## config.mk

```make
export PLATFORM = sky130hd
export DESIGN_NAME = arb_two_level
export DESIGN_NICKNAME = d
export VERILOG_FILES = /design/src/rtl/arb_pkg.sv /design/src/rtl/arb_rr_pick.sv /design/src/rtl/arb_two_level.sv
export SDC_FILE = /design/constraint.sdc
export NUM_CORES = 1
export LEC_CHECK = 0
export BUFFER_PORTS_ARGS = -buffer_cell sky130_fd_sc_hd__buf_2
export CAP_MARGIN = 40
export CELL_PAD_IN_SITES_DETAIL_PLACEMENT = 0
export CELL_PAD_IN_SITES_GLOBAL_PLACEMENT = 1
export CORE_MARGIN = 3
export CORE_UTILIZATION = 33
export CTS_BUF_LIST = sky130_fd_sc_hd__clkbuf_8 sky130_fd_sc_hd__clkbuf_16
export DETAILED_ROUTE_END_ITERATION = 10
export PLACE_DENSITY_LB_ADDON = 0.25
export SYNTH_ARGS = -nofsm -noshare
export SYNTH_HDL_FRONTEND = slang
export SYNTH_SLANG_ARGS = --single-unit
```

## constraint.sdc

```tcl
create_clock -name clk -period 6.4 [get_ports clk]
set_input_delay 0.32 -clock clk [delete_from_list [all_inputs] [get_ports clk]]
set_output_delay 0.32 -clock clk [all_outputs]
set_load 0.05 [all_outputs]
```

## src/rtl/arb_pkg.sv

```systemverilog
package arb_pkg;

    // What the grant register does on the coming edge
    typedef enum logic [1:0] {
        ACT_OFF  = 2'd0,
        ACT_HOLD = 2'd1,
        ACT_PARK = 2'd2,
        ACT_WIN  = 2'd3
    } arb_act_e;

endpackage

```

## src/rtl/arb_rr_pick.sv

```systemverilog
// Rotating-priority picker: first set bit of mask at or above ptr, with wrap.
module arb_rr_pick #(
    parameter int N  = 6,
    parameter int IW = (N > 1) ? $clog2(N) : 1
) (
    input  logic [N-1:0]  mask,
    input  logic [IW-1:0] ptr,
    output logic          found,
    output logic [IW-1:0] idx,
    output logic [N-1:0]  onehot
);

    always_comb begin
        found  = 1'b0;
        idx    = '0;
        onehot = '0;
        for (int k = 0; k < N; k++) begin
            int pos;
            pos = int'(ptr) + k;
            if (pos >= N) pos = pos - N;
            if (!found && mask[pos]) begin
                found       = 1'b1;
                idx         = IW'(pos);
                onehot[pos] = 1'b1;
            end
        end
    end

endmodule

```

## src/rtl/arb_two_level.sv

```systemverilog
module arb_two_level #(
    parameter int N_EXT = 5
) (
    input  logic             clk,
    input  logic             rst_n,
    input  logic             arb_en,
    input  logic             bus_idle,
    input  logic [N_EXT:0]   pool_hi,
    input  logic [N_EXT:0]   req_n,
    output logic [N_EXT:0]   gnt_n
);
    import arb_pkg::*;

    localparam int N       = N_EXT + 1;
    localparam int IW      = $clog2(N);
    localparam int INT_IDX = N - 1;

    typedef struct packed {
        logic [N-1:0]  gnt;
        logic [IW-1:0] hi_ptr;
        logic [IW-1:0] lo_ptr;
    } arb_state_t;

    arb_state_t st_d, st_q;

    logic [N-1:0]  req_act;
    logic [N-1:0]  lo_mask;
    logic [N-1:0]  hi_mask;
    logic          lo_found, hi_found;
    logic [IW-1:0] lo_idx, hi_idx;
    logic [N-1:0]  lo_oh, hi_oh;
    arb_act_e      act;

    function automatic logic [IW-1:0] wrap_inc(input logic [IW-1:0] v);
        return (int'(v) == N - 1) ? '0 : v + 1'b1;
    endfunction

    assign req_act = ~req_n;
    assign lo_mask = req_act & ~pool_hi;
    // high rotation sees its own members plus the single promoted low member
    assign hi_mask = (req_act & pool_hi) | lo_oh;

    arb_rr_pick #(.N(N), .IW(IW)) u_lo_pick (
        .mask   (lo_mask),
        .ptr    (st_q.lo_ptr),
        .found  (lo_found),
        .idx    (lo_idx),
        .onehot (lo_oh)
    );

    arb_rr_pick #(.N(N), .IW(IW)) u_hi_pick (
        .mask   (hi_mask),
        .ptr    (st_q.hi_ptr),
        .found  (hi_found),
        .idx    (hi_idx),
        .onehot (hi_oh)
    );

    always_comb begin
        if (!arb_en)        act = ACT_OFF;
        else if (!bus_idle) act = ACT_HOLD;
        else if (!hi_found) act = ACT_PARK;
        else                act = ACT_WIN;
    end

    always_comb begin
        st_d = st_q;
        unique case (act)
            ACT_OFF:  st_d.gnt = '0;
            ACT_HOLD: st_d.gnt = st_q.gnt;
            ACT_PARK: begin
                st_d.gnt          = '0;
                st_d.gnt[INT_IDX] = 1'b1;
            end
            ACT_WIN: begin
                st_d.gnt    = hi_oh;
                st_d.hi_ptr = wrap_inc(hi_idx);
                // promoted member won: demote it and hand the slot onward
                if (lo_found && (lo_idx == hi_idx)) begin
                    st_d.lo_ptr = wrap_inc(lo_idx);
                end
            end
            default: st_d = st_q;
        endcase
    end

    always_ff @(posedge clk or negedge rst_n) begin
        if (!rst_n) begin
            st_q <= '0;
        end else begin
            st_q <= st_d;
        end
    end

    assign gnt_n = ~st_q.gnt;

endmodule

```

==> reports/qor.yml <==
outcome:
  status: "complete, no violations"
synth:
  syn_area_sq_um: 3900
  ys_ff_latch: 12
  syn-num-nets: 612
  synth_flop_cell: "dfrtp_1"
  syn_avg_cell_area_sq_um: 7.02
  ys_seq_area_share_pct: 7.70
  postSynthCellCount: 555
  synthArstFlopShare_pct: 100
  synth_edf_count: 0
  synth.distinct_cells: 85
  synth_warnings: 0
drt:
  vias_per_cell: 6.09
  drc: 0
  vias: 4349
  drt_iter0_markers: 390
  wl_per_cell_um: 17.7
  wirelength_um: 12600
  antenna_left: 0
  firstDrtPassIters: 5
floorplan:
  pin_count: 22
  coreArea_sq_um: 11500
  dieArea_sq_um: 13200
  initial_core_util_pct: 34.0
  die_h_um: 115
  rows: 39
  die_w_um: 115
final_layout:
  area_growth_pct: 9.08
  multiInputGateArea_sq_um: 3340
  layout.cells.most_common: "nand2_1"
  top_regs: "st_q: 12 flops"
  fin_nets: 629
  fin_area_sq_um: 4250
  fillers: 1186
  most-common-layout-cells: "nand2_1, nor2_1, ha_1, inv_1, a21oi_1"
  seq_area_sq_um: 300
  drive_gt1_share_pct: 13.1
  largest_register: "st_q"
  largest_reg_flops: 12
  antennaDiodeCount: 0
hold_path:
  hold_path.startpoint: "bus_idle"
  hold_depth: 2
  hold_end: "st_q[11]"
  hold_class: "input port to flip-flop"
critical_path:
  worstPathArrival_ps: 6030
  r2r_start: "st_q[2]"
  cp-end-kind: "flip-flop"
  cp-start-kind: "flip-flop"
  critPathMaxFanout: 13
  worstSetupPathType: "flip-flop to flip-flop"
  r2r_setup_slack_ps: 470
  r2r_cells: 21
  rr_endpoint: "st_q[2]"
  cp.required_ps: 6510
grt:
  globalRouteMet3Util_pct: 1.53
  track_usage_pct: 18.9
  antenna_found_initial: 0
  gr-total-overflow: 0
  grt_max_degree: 39
  met1_usage_pct: 27.6
  busiest_layer: "met2"
  grt_pass1_vias: 4014
  grt_pass1_wl_um: 20500
  grt_use_met2_pct: 30.2
timing:
  hold_slack_ps: 293
  worst_slew_pin_slew_ps: 754
  fin_setup_tns_ps: 0
  relSlewSlack_pct: 49.3
  clock.fmax_mhz: 169
  setup_slack_ps: 474
  drv_slew: 0
  hold_viol: 0
  rsz0062_at_grt: "no"
  finalSetupViolCount: 0
  clock_skew_ps: 0.635
  period_needed_ps: 5930
  fin_crit_sh_pct: 92.6
clock_network:
  ctsHoldBuffers: 1
  tritoncts: "built"
  ctsResizeCount: 0
  post_cts.repair.setup_buffers: 0
  clock_sinks: 12
  htree_levels: 1
  cts.path.max_buffers: 2
  clock_latency_ps: 240
  cts-buffers-inserted: 3
  cts_root_buf: "clkbuf_16"
  clk_pin_slew_ps: 40
placement:
  numPortBuffers: 21
  pre_cts_ws_ps: 493
  gp_congestion: 0.934
  place_area_sq_um: 4150
  place_hpwl_um: 10000
run:
  max_cap_viol_count: 0
## metrics by stage
stage / util (%) / instances
3_3_place_gp: 36.2 / 708
4_1_cts: 37.1 / 714
6_report: 37.1 / 714
5_1_grt: 37.1 / 714
3_5_place_dp: 36.2 / 709
2_1_floorplan: - / 555
## kinds of logic after synthesis
group	Yosys count	synth area share (%)
AOI/OAI and AO/OA	176	32.3
xor gates and xnor gates	9	2.89
adders and majority gates	41	13.2
buffers and inverters	63	6.61
DFF	12	7.70
muxes	20	5.65
and+or+nand+nor	234	31.7
## worst max-delay path by stage
| stage | startpoint | to | slack (ps) |
|---|---|---|---|
| finish | st_q[2] | st_q[2] | 470 |
| global route | st_q[2] | st_q[2] | 40 |
| CTS | st_q[2] | st_q[2] | 480 |
| detailed placement | st_q[2] | st_q[2] | 490 |
| global placement | st_q[2] | st_q[2] | 550 |
| floorplan | st_q[1] | st_q[1] | 1300 |
## cell usage after synthesis, types with 4 or more instances
cell type	instances	area [sq um]
nand4_1	10	62.6
inv_1	39	146
o22ai_1	5	31.3
nor2_1	50	188
o211ai_1	9	67.6
ha_1	41	513
mux2i_1	16	160
o21ai_0	30	150
nand2_1	51	191
or2_1	5	31.3
a31oi_1	9	56.3
nor3_1	16	80.1
o2111ai_1	10	87.6
a21boi_1	4	30.0
a2bb2oi_1	5	43.8
or4_1	4	30.0
and2_1	6	37.5
nand3_1	21	105
nor4_1	11	68.8
nand2b_1	8	50.1
dfrtp_1	12	300
o221ai_1	5	43.8
and3_1	7	43.8
nor2b_1	11	68.8
clkbuf_1	12	45.0
or3_1	7	43.8
o21ai_1	7	35.0
inv_2	4	15.0
or2_2	10	62.6
a21oi_1	37	185
## critical path: stages (launching register included)
cell	delay, ps
dfrtp_1	810
inv_1	270
ha_1	410
a21oi_4	290
ha_1	170
nor2b_1	170
nor2_1	60
a21oi_1	110
o22a_1	150
ha_1	180
nor2b_1	280
or4b_2	620
a21oi_1	220
o22ai_1	120
nand2b_2	240
a31o_2	270
or2_1	250
or3_1	310
a31o_1	270
xor2_1	180
o2111ai_2	230
mux2i_1	180
## routing by layer
| metal | wire (um) | vias to the layer above |
|---|---|---|
| met1 | 5990 | 2020 |
| li1 | - | 2127 |
| met2 | 5620 | 177 |
| met4 | 214 | 0 |
| met3 | 823 | 25 |
| met5 | 0 | - |
## cell type report
class	count	area share, %
tap	143	4.21
clock buffer	4	2.09
sequential	12	7.06
multi-input combinational	480	78.6
timing repair buffer	31	4.21
inverter	44	3.88
Power is not shown: default switching activity piles up to over one toggle a cycle in this logic, so the estimate is an artifact.
